## config.mk

```make
export PLATFORM = sky130hd
export DESIGN_NAME = spec_booth_mul
export DESIGN_NICKNAME = d
export VERILOG_FILES = /design/src/rtl/sbm_pkg.sv /design/src/rtl/sbm_booth_pp.sv /design/src/rtl/sbm_csa_chain.sv /design/src/rtl/sbm_split_add.sv /design/src/rtl/sbm_fixup.sv /design/src/rtl/spec_booth_mul.sv
export SDC_FILE = /design/constraint.sdc
export NUM_CORES = 1
export LEC_CHECK = 0
export CAP_MARGIN = 15
export CORE_MARGIN = 8
export CORE_UTILIZATION = 40
export DETAILED_ROUTE_END_ITERATION = 6
export PLACE_DENSITY = 0.65
export SLEW_MARGIN = 20
export SYNTH_ARGS = -nofsm -noshare
export SYNTH_HDL_FRONTEND = slang
export SYNTH_SLANG_ARGS = --single-unit
```

## constraint.sdc

```tcl
create_clock -name clk -period 14.1 [get_ports clk]
set_input_delay 4.23 -clock clk [delete_from_list [all_inputs] [get_ports clk]]
set_output_delay 4.23 -clock clk [all_outputs]
set_load 0.005 [all_outputs]
```

## src/rtl/sbm_pkg.sv

```systemverilog
package sbm_pkg;

    localparam int MUL_W     = 16;
    localparam int SPLIT_POS = 16;
    localparam int GUESS_W   = 2;

    typedef enum logic [2:0] {
        BD_ZERO,
        BD_POS1,
        BD_POS2,
        BD_NEG1,
        BD_NEG2
    } booth_dig_e;

    function automatic booth_dig_e booth_decode(input logic [2:0] tri_bits);
        booth_dig_e d;
        case (tri_bits)
            3'b001, 3'b010: d = BD_POS1;
            3'b011:         d = BD_POS2;
            3'b100:         d = BD_NEG2;
            3'b101, 3'b110: d = BD_NEG1;
            default:        d = BD_ZERO;
        endcase
        return d;
    endfunction

endpackage

```

## src/rtl/sbm_booth_pp.sv

```systemverilog
module sbm_booth_pp #(
    parameter int OP_W = 16,
    localparam int PROD_W = 2 * OP_W,
    localparam int NPP    = OP_W / 2
) (
    input  logic [OP_W-1:0]   a,
    input  logic [OP_W-1:0]   b,
    output logic [PROD_W-1:0] pp [NPP]
);
    import sbm_pkg::*;

    logic [OP_W:0]       b_ext;
    logic [PROD_W-1:0]   a_ext;

    assign b_ext = {b, 1'b0};
    assign a_ext = {{(PROD_W-OP_W){a[OP_W-1]}}, a};

    for (genvar i = 0; i < NPP; i++) begin : g_row
        booth_dig_e        dig;
        logic [PROD_W-1:0] mag;

        assign dig = booth_decode(b_ext[2*i+2 -: 3]);

        always_comb begin
            case (dig)
                BD_POS1: mag = a_ext;
                BD_POS2: mag = a_ext << 1;
                BD_NEG1: mag = -a_ext;
                BD_NEG2: mag = -(a_ext << 1);
                default: mag = '0;
            endcase
        end

        assign pp[i] = mag << (2 * i);
    end

endmodule

```

## src/rtl/sbm_csa_chain.sv

```systemverilog
module sbm_csa_chain #(
    parameter int W   = 32,
    parameter int NIN = 8,
    localparam int STEPS = NIN - 2
) (
    input  logic [W-1:0] rows [NIN],
    output logic [W-1:0] sum_v,
    output logic [W-1:0] car_v
);
    logic [W-1:0] s_q [STEPS+1];
    logic [W-1:0] c_q [STEPS+1];

    assign s_q[0] = rows[0];
    assign c_q[0] = rows[1];

    for (genvar k = 0; k < STEPS; k++) begin : g_csa
        logic [W-1:0] x, y, z;
        assign x = s_q[k];
        assign y = c_q[k];
        assign z = rows[k+2];
        assign s_q[k+1] = x ^ y ^ z;
        assign c_q[k+1] = ((x & y) | (x & z) | (y & z)) << 1;
    end

    assign sum_v = s_q[STEPS];
    assign car_v = c_q[STEPS];

endmodule

```

## src/rtl/sbm_split_add.sv

```systemverilog
module sbm_split_add #(
    parameter int W     = 32,
    parameter int SPLIT = 16,
    parameter int EST_W = 2,
    localparam int HI_W = W - SPLIT
) (
    input  logic [W-1:0]     sum_v,
    input  logic [W-1:0]     car_v,
    output logic [W-1:0]     guess_prod,
    output logic             carry_guess,
    output logic [SPLIT-1:0] lo_sum_v,
    output logic [SPLIT-1:0] lo_car_v
);
    logic [EST_W:0]   est_add;
    logic [SPLIT-1:0] lo_res;
    logic [HI_W-1:0]  hi_res;

    assign lo_sum_v = sum_v[SPLIT-1:0];
    assign lo_car_v = car_v[SPLIT-1:0];

    assign est_add = {1'b0, sum_v[SPLIT-1 -: EST_W]} + {1'b0, car_v[SPLIT-1 -: EST_W]};
    assign carry_guess = est_add[EST_W];

    assign lo_res = sum_v[SPLIT-1:0] + car_v[SPLIT-1:0];
    assign hi_res = sum_v[W-1:SPLIT] + car_v[W-1:SPLIT] + {{(HI_W-1){1'b0}}, carry_guess};

    assign guess_prod = {hi_res, lo_res};

endmodule

```

## src/rtl/sbm_fixup.sv

```systemverilog
module sbm_fixup #(
    parameter int SPLIT = 16,
    parameter int HI_W  = 16
) (
    input  logic [SPLIT-1:0] lo_sum_v,
    input  logic [SPLIT-1:0] lo_car_v,
    input  logic             carry_guess,
    input  logic [HI_W-1:0]  guess_hi,
    output logic             miss,
    output logic [HI_W-1:0]  fixed_hi
);
    logic [SPLIT:0] full_lo;
    logic           true_carry;

    assign full_lo    = {1'b0, lo_sum_v} + {1'b0, lo_car_v};
    assign true_carry = full_lo[SPLIT];
    assign miss       = true_carry ^ carry_guess;

    always_comb begin
        if (!miss)
            fixed_hi = guess_hi;
        else if (true_carry)
            fixed_hi = guess_hi + 1'b1;
        else
            fixed_hi = guess_hi - 1'b1;
    end

endmodule

```

## src/rtl/spec_booth_mul.sv

```systemverilog
module spec_booth_mul #(
    parameter int OP_W  = sbm_pkg::MUL_W,
    parameter int SPLIT = sbm_pkg::SPLIT_POS,
    parameter int EST_W = sbm_pkg::GUESS_W,
    localparam int PROD_W = 2 * OP_W,
    localparam int NPP    = OP_W / 2,
    localparam int HI_W   = PROD_W - SPLIT
) (
    input  logic              clk,
    input  logic              rst,
    input  logic              in_valid,
    output logic              in_ready,
    input  logic [OP_W-1:0]   in_a,
    input  logic [OP_W-1:0]   in_b,
    input  logic              in_dep,
    input  logic              in_approx,
    output logic              spec_valid,
    output logic [PROD_W-1:0] spec_prod,
    output logic              res_valid,
    output logic [PROD_W-1:0] res_prod,
    output logic              res_fixed
);
    typedef struct packed {
        logic              dep;
        logic              approx;
        logic              guess_c;
        logic [SPLIT-1:0]  lo_s;
        logic [SPLIT-1:0]  lo_c;
        logic [PROD_W-1:0] prod;
    } stage1_t;

    logic [PROD_W-1:0] pp [NPP];
    logic [PROD_W-1:0] red_s, red_c;
    logic [PROD_W-1:0] guess_prod;
    logic              guess_c;
    logic [SPLIT-1:0]  lo_s, lo_c;

    stage1_t           s1_q;
    logic              s1_v;
    logic              miss;
    logic [HI_W-1:0]   fixed_hi;
    logic              accept;
    logic              use_fix;

    sbm_booth_pp #(.OP_W(OP_W)) u_pp (
        .a  (in_a),
        .b  (in_b),
        .pp (pp)
    );

    sbm_csa_chain #(.W(PROD_W), .NIN(NPP)) u_csa (
        .rows  (pp),
        .sum_v (red_s),
        .car_v (red_c)
    );

    sbm_split_add #(.W(PROD_W), .SPLIT(SPLIT), .EST_W(EST_W)) u_add (
        .sum_v       (red_s),
        .car_v       (red_c),
        .guess_prod  (guess_prod),
        .carry_guess (guess_c),
        .lo_sum_v    (lo_s),
        .lo_car_v    (lo_c)
    );

    assign accept = in_valid && in_ready;

    always_ff @(posedge clk) begin
        if (rst) begin
            s1_v <= 1'b0;
            s1_q <= '0;
        end else begin
            s1_v <= accept;
            if (accept) begin
                s1_q.dep     <= in_dep;
                s1_q.approx  <= in_approx;
                s1_q.guess_c <= guess_c;
                s1_q.lo_s    <= lo_s;
                s1_q.lo_c    <= lo_c;
                s1_q.prod    <= guess_prod;
            end
        end
    end

    sbm_fixup #(.SPLIT(SPLIT), .HI_W(HI_W)) u_fix (
        .lo_sum_v    (s1_q.lo_s),
        .lo_car_v    (s1_q.lo_c),
        .carry_guess (s1_q.guess_c),
        .guess_hi    (s1_q.prod[PROD_W-1:SPLIT]),
        .miss        (miss),
        .fixed_hi    (fixed_hi)
    );

    assign use_fix  = miss && !s1_q.approx;
    assign in_ready = !(s1_v && s1_q.dep && use_fix);

    always_ff @(posedge clk) begin
        if (rst) begin
            res_valid <= 1'b0;
            res_prod  <= '0;
            res_fixed <= 1'b0;
        end else begin
            res_valid <= s1_v;
            res_fixed <= s1_v && use_fix;
            if (s1_v)
                res_prod <= use_fix ? {fixed_hi, s1_q.prod[SPLIT-1:0]} : s1_q.prod;
        end
    end

    assign spec_valid = s1_v;
    assign spec_prod  = s1_q.prod;

endmodule

```

# After elaboration in Yosys (flattened, before gate mapping)

Index checks and enable logic that the tools add are counted.

Output and inout bits: 68
Bits in registers: 101
Input port bits: 37
Word-level logic and storage cells: 179

Reductions and logical operators: 21
Eq/ne operators: 77
Bitwise logic cells: 43
Mux-type cells: 19
Add/subtract/negate cells: 9

Operators by type and width:

| operator                                            | count |
|---|---|
| bitwise AND 31 bit                                  | 18 |
| XOR 32 bit                                          | 12 |
| OR 31 bit                                           | 12 |
| one-hot mux 32 bit (4 select lines)                 | 1 |
| one-hot mux 30 bit (4 select lines)                 | 1 |
| one-hot mux 28 bit (4 select lines)                 | 1 |
| one-hot mux 26 bit (4 select lines)                 | 1 |
| one-hot mux 24 bit (4 select lines)                 | 1 |
| equality test 3 x 2 -> 1 bit, second input constant | 30 |
| one-hot mux 22 bit (4 select lines)                 | 1 |
| equality test 3 bit, second input constant          | 29 |
| one-hot mux 3 bit (4 select lines)                  | 7 |
| one-hot mux 20 bit (4 select lines)                 | 1 |
| one-hot mux 18 bit (4 select lines)                 | 1 |
| negation 32 bit                                     | 2 |
| equality test 3 x 1 -> 1 bit, second input constant | 15 |
| adder 16 bit                                        | 2 |
| two-way mux 16 bit                                  | 2 |
| two-way mux 32 bit                                  | 1 |
| OR reduction 2 bit                                  | 14 |
| adder 16 x 16 -> 17 bit                             | 1 |
| adder 16 x 1 -> 16 bit                              | 1 |
| adder 16 x 1 -> 16 bit, second input constant       | 1 |
| subtractor 16 x 1 -> 16 bit, second input constant  | 1 |
| 7 further kinds                                     | 13 |

# Longest topological paths before layout

Word-level depth: 25
Gate-level depth with buffers: 37
Mapped depth without buffers: 35

# Cells and area by module

Synthesis repeated with hierarchy kept, for this count alone.

Cells, all modules: 2099
Area total of the unflattened synthesis: 17710.7 um^2

By module, submodules not included:

| module         | area an instance (um^2) | times used | cells an instance | seq. area each (um^2) |
|---|---|---|---|---|
| sbm_booth_pp   | 6273.5                  | 1          | 1023              | 0.0 |
| spec_booth_mul | 4471.8                  | 1          | 470               | 2042.0 |
| sbm_csa_chain  | 3866.2                  | 1          | 210               | 0.0 |
| sbm_split_add  | 1724.2                  | 1          | 236               | 0.0 |
| sbm_fixup      | 1375.1                  | 1          | 160               | 0.0 |

# Worst setup path before layout

OpenSTA, ideal clock, no wires.

Path type: input to register
Start point: input in_a[0]
End point: register s1_q (netlist bit spec_prod[30])
Buffers on the path: 3
Required time: 14.026 ns
Setup slack: 1.438 ns
Stages: 32
Library setup time: 0.074 ns
Arrival time: 12.588 ns
Cell sequence: clkbuf_1 > inv_1 > clkbuf_1 > ha_1 > nor4b_1 > nand3_1 > or3_1 > clkbuf_1 > xnor2_1 > nor2_1 > a21oi_1 > o21ai_0 > fa_1 > fa_1 > fa_1 > fa_1 > fa_1 > fa_1 > ha_1 > a21o_1 > fa_1 > inv_1 > fa_1 > nor2b_1 > o21ai_0 > a21boi_0 > o21a_1 > o21a_1 > a311o_1 > a21o_1 > a211o_1 > a31oi_1

Elaborated cells on any way between the ends: 55
Those cells by class: add/sub: 5; mux: 8; bitwise: 42

RTL lines:

| what                                                        | RTL line                               | source |
|---|---|---|
| from (decl)                                                 | spec_booth_mul.sv:13                   | `input logic [OP_W-1:0] in_a,` |
| negation 32 bit, on equally long branches                   | sbm_booth_pp.sv:29, sbm_booth_pp.sv:28 |  |
| one-hot mux 32 bit (4 select lines) (tied with other cells) | sbm_booth_pp.sv:25                     | `case (dig)` |
| bitwise AND 31 bit                                          | sbm_csa_chain.sv:22                    | `assign c_q[k+1] = ((x & y) \| (x & z) \| (y & z)) << 1;` |
| OR 31 bit (2 in series)                                     | sbm_csa_chain.sv:22                    |  |
| bitwise AND 31 bit                                          | sbm_csa_chain.sv:22                    |  |
| OR 31 bit (2 in series)                                     | sbm_csa_chain.sv:22                    |  |
| bitwise AND 31 bit                                          | sbm_csa_chain.sv:22                    |  |
| OR 31 bit (2 in series)                                     | sbm_csa_chain.sv:22                    |  |
| [... 3 more ...]                                            | -                                      |  |
| bitwise AND 31 bit                                          | sbm_csa_chain.sv:22                    |  |
| OR 31 bit (2 in series)                                     | sbm_csa_chain.sv:22                    |  |
| XOR 32 bit                                                  | sbm_csa_chain.sv:21                    | `assign s_q[k+1] = x ^ y ^ z;` |
| XOR 32 bit *                                                | sbm_csa_chain.sv:21                    |  |
| via lo_s[15]                                                | spec_booth_mul.sv:36                   | `logic [SPLIT-1:0] lo_s, lo_c;` |
| adder 2 x 2 -> 3 bit *                                      | sbm_split_add.sv:21                    | `assign est_add = {1'b0, sum_v[SPLIT-1 -: EST_W]} + {1'b0, car_v[SPLIT-1 -: EST_W]};` |
| via guess_c                                                 | spec_booth_mul.sv:35                   | `logic guess_c;` |
| adder 16 x 1 -> 16 bit *                                    | sbm_split_add.sv:25                    | `assign hi_res = sum_v[W-1:SPLIT] + car_v[W-1:SPLIT] + {{(HI_W-1){1'b0}}, carry_guess};` |
| to (decl)                                                   | spec_booth_mul.sv:38                   | `stage1_t s1_q;` |

Mark *: on every way through the listed nets, which the timed path passes. The rest lies on a longest branch.
A chain may end at the register's enable or synchronous reset.

# Final worst setup path

Ends and elaborated chain as after synthesis.

==> out/qor.txt <==
Top-area cell type share of the netlist area: 19.6%
Internal Dissipation: 1880 uW
CTS Buf Count: 9
Ys flop type: dfxtp_1
CTS tree: built
Worst hold slack: 0.460 ns
Remaining DRCs: 0
Total Neg Setup Slack: 0 ns
Netlist cell types: 72
Row count: 68
Post-synth EDFFs: 0
Final wirelength: 48700 um
Switching part of the total power: 49.6%
Tcrit/Tclk final: 93.5%
CTS Buffer Depth: 2
Clk slew on worst S/H paths: 0.06 ns
Post-CTS Hold Fix Bufs: 0
Initial Utilization: 40.4%
Register-to-Register Path Depth: 16
R2r endpoint: res_prod[28]
Vias: 13700
Period minus WS final: 13.18 ns
Number of I/O pins: 105
Setup-failing EPs final: 0
Total leakage power: 0.00637 uW
Slowest library cell on the worst path: clkdlybuf4s50_1
Die H: 202 um
Commonest non-fill, non-tap cell in the layout: nand2_1
Reg2Reg Setup Slack: 9.60 ns
Initial antenna violation count: 0
Mapped Avg Cell Area: 7.60 um2
CP max FO: 9
Crit path required time: 14.38 ns
GPL Wtd Cong: 0.979
Post-route cell area: 15400 um2
Worst Tran Pin Value: 1.12 ns
Worst Setup EP: spec_prod[30]
Proportion of layout cells with a drive suffix above 1: 6.20%
H-tree Lvls: 3
Clk sinks: 86
Proportion of synthesized area in mux cells: 2.83%
Pin count of the biggest net entering global routing: 87
Yosys warnings: 0
Worst vdd ir: 0.000271 V
Sequential fraction of the synthesis area: 12.4%
Root Buffer: clkbuf_16
Antenna Nets Post-Route: 0
Simple-gate share of the synthesized area: 16.1%
Area growth syn-to-layout: 11.1%
Synth Area in XOR/XNOR: 6.34%
Main combinational cell family by area after synthesis: compound AO/OA/AOI/OAI gates
Maxcap violations: 0
First-pass GRT wire length: 77000 um
Dpl hpwl: 38000 um
Power Density: 242 nW/um2
Peak per-stage delay on the critical path: 0.62 ns
Setup crit end kind: register
Crit. Startpoint: in_a[0]
Highest Clock Rate: 75.9 MHz
Critical Path Start Type: input pin
1st-pass router iterations: 6
Die area: 41000 um2
Vias in the first global route: 13500
Clock power share: 6.5%
Seq cells post-synth: 86
Synth async-reset ratio: 0%
Clk_lat worst skew: 0.35 ns
Status: complete, no violations
Util after Layout: 44.9%
Drt wl/cell: 21.4 um
Mapped cell area: 13900 um2
Synth Area in Compound Gates: 27.0%
Post-CTS Resized: 0
Layout net count: 2064
Worst clock skew: 0.00695 ns
Synth Area in Adders: 26.1%
Port bufs: 104
Hold Crit Class: register to register
WP data arrival: 13.45 ns
Cell repeated most along the worst path: fa_1
Post-synth top area cell: fa_1
CORE AREA: 34400 um2
Vias per inst: 6.03
Rel. slew slack: 24.8%
Grt total ovfl: 0
Slew Limit Fails: 0
Ant. Diodes: 0
Initial DRC Count: 1449
RSZ-0062 raised after global routing: false
Top cells by area, synth: fa_1 (20%), dfxtp_1 (12%), ha_1 (6.5%)
Worst Setup Path Type: input pin to register
Sequential power share: 9.1%
Mapped Nets: 2074
Net Sw Power: 1850 uW
Commonest cells after routing, fill and taps aside: nand2_1 (233), a21oi_1 (171), nor2_1 (169), fa_1 (136), inv_1 (118)
Mapped Cells: 1829
Total GRT Usage: 23.4%
Fin. Hold Viols: 0
Die Wd: 202 um
Logic pwr share: 84.4%
Reg2reg start: s1_q[41]
Dpl cell area: 15100 um2
Hold depth: 2
Setup repair bufs after CTS: 0
## cells by family (layout without fill, tap and decap cells)
logic type	Yosys count	after routing
buffers and inverters	308	303
multiplexers	39	39
adder cells (fa/ha/maj)	208	208
XOR/XNOR	99	99
AND/OR/NAND/NOR	519	519
flip-flops	86	86
AO/OA/AOI/OAI	570	570
## power by group through the flow
stage	clock, uW	sequential (uW)	combinational, uW
global placement	0	344	3110
CTS	247	340	3190
detailed placement	0	345	3170
global route	257	346	3640
floorplan	0	332	2450
finish	241	340	3150
## stage by stage
| step | cells | total power [uW] | setup slack, ns |
|---|---|---|---|
| after floorplan | 1829 | 2780 | 1.44 |
| after global placement | 2263 | 3460 | 0.803 |
| after detailed placement | 2263 | 3510 | 0.724 |
| after CTS | 2279 | 3780 | 1.08 |
| after global routing | 2279 | 4240 | 0.560 |
| final | 2279 | 3730 | 0.921 |
## worst min path at each step
stage                         from        to  slack [ns]
after floorplan           s1_q[56]  s1_q[56]        0.44
after global placement    s1_q[58]  s1_q[58]        0.45
after CTS                 s1_q[40]  s1_q[40]        0.46
final                     s1_q[40]  s1_q[40]        0.46
after detailed placement  s1_q[40]  s1_q[40]        0.45
after global routing      s1_q[41]  s1_q[41]        0.47
## metal layers
metal	track usage, %	wire length, um	vias to the layer above
met5	0	0	-
met4	9.56	1820	0
met3	3.49	3920	118
met2	37.9	22200	686
met1	30.7	20700	6601
li1	-	-	6340
## state kept, by name, summed over array words and instances, names as in the netlist
signal      flops
res_fixed       1
res_prod       32
res_valid       1
s1_q           27
spec_prod      24
spec_valid      1
## worst max-delay path, delay by kind of cell
family                     cells  cell delay, ns
AOI/OAI and AO/OA             11            2.46
adders and majority gates      9            3.97
buffers and inverters          2            0.70
xor gates and xnor gates       1            0.09
and+or+nand+nor                6            1.99
## layout make-up
type	instances	area, um2
timing repair buffer	165	1480
tap	455	569
sequential	86	1720
multi-input combinational	1435	10900
fill	3473	18900
clock buffer	11	243
clock inverter	5	58.8
inverter	122	458
## synthesized netlist by cell type, types with 4 or more instances
master     instances
nand2_1          233
a21oi_1          171
nor2_1           169
fa_1             136
clkbuf_1         127
inv_1            118
o21ai_0          109
dfxtp_1           86
ha_1              72
xnor2_1           63
a221oi_1          47
mux2i_1           37
xor2_1            35
a21o_1            33
buf_4             32
a31oi_1           30
o22ai_1           30
nor3_1            28
a221o_1           27
o221ai_1          25
buf_1             21
nor2b_1           19
nand3_1           13
a211oi_1          12
o22a_1            11
nand2b_1          10
or3_1             10
o211ai_1           9
or2_2              9
a22o_1             8
and2_1             8
a22oi_1            7
a31o_2             6
o21a_1             6
o21bai_1           6
a2bb2oi_1          5
a32oi_1            5
a21boi_0           4
buf_2              4
(Power assumes the default switching activity.)
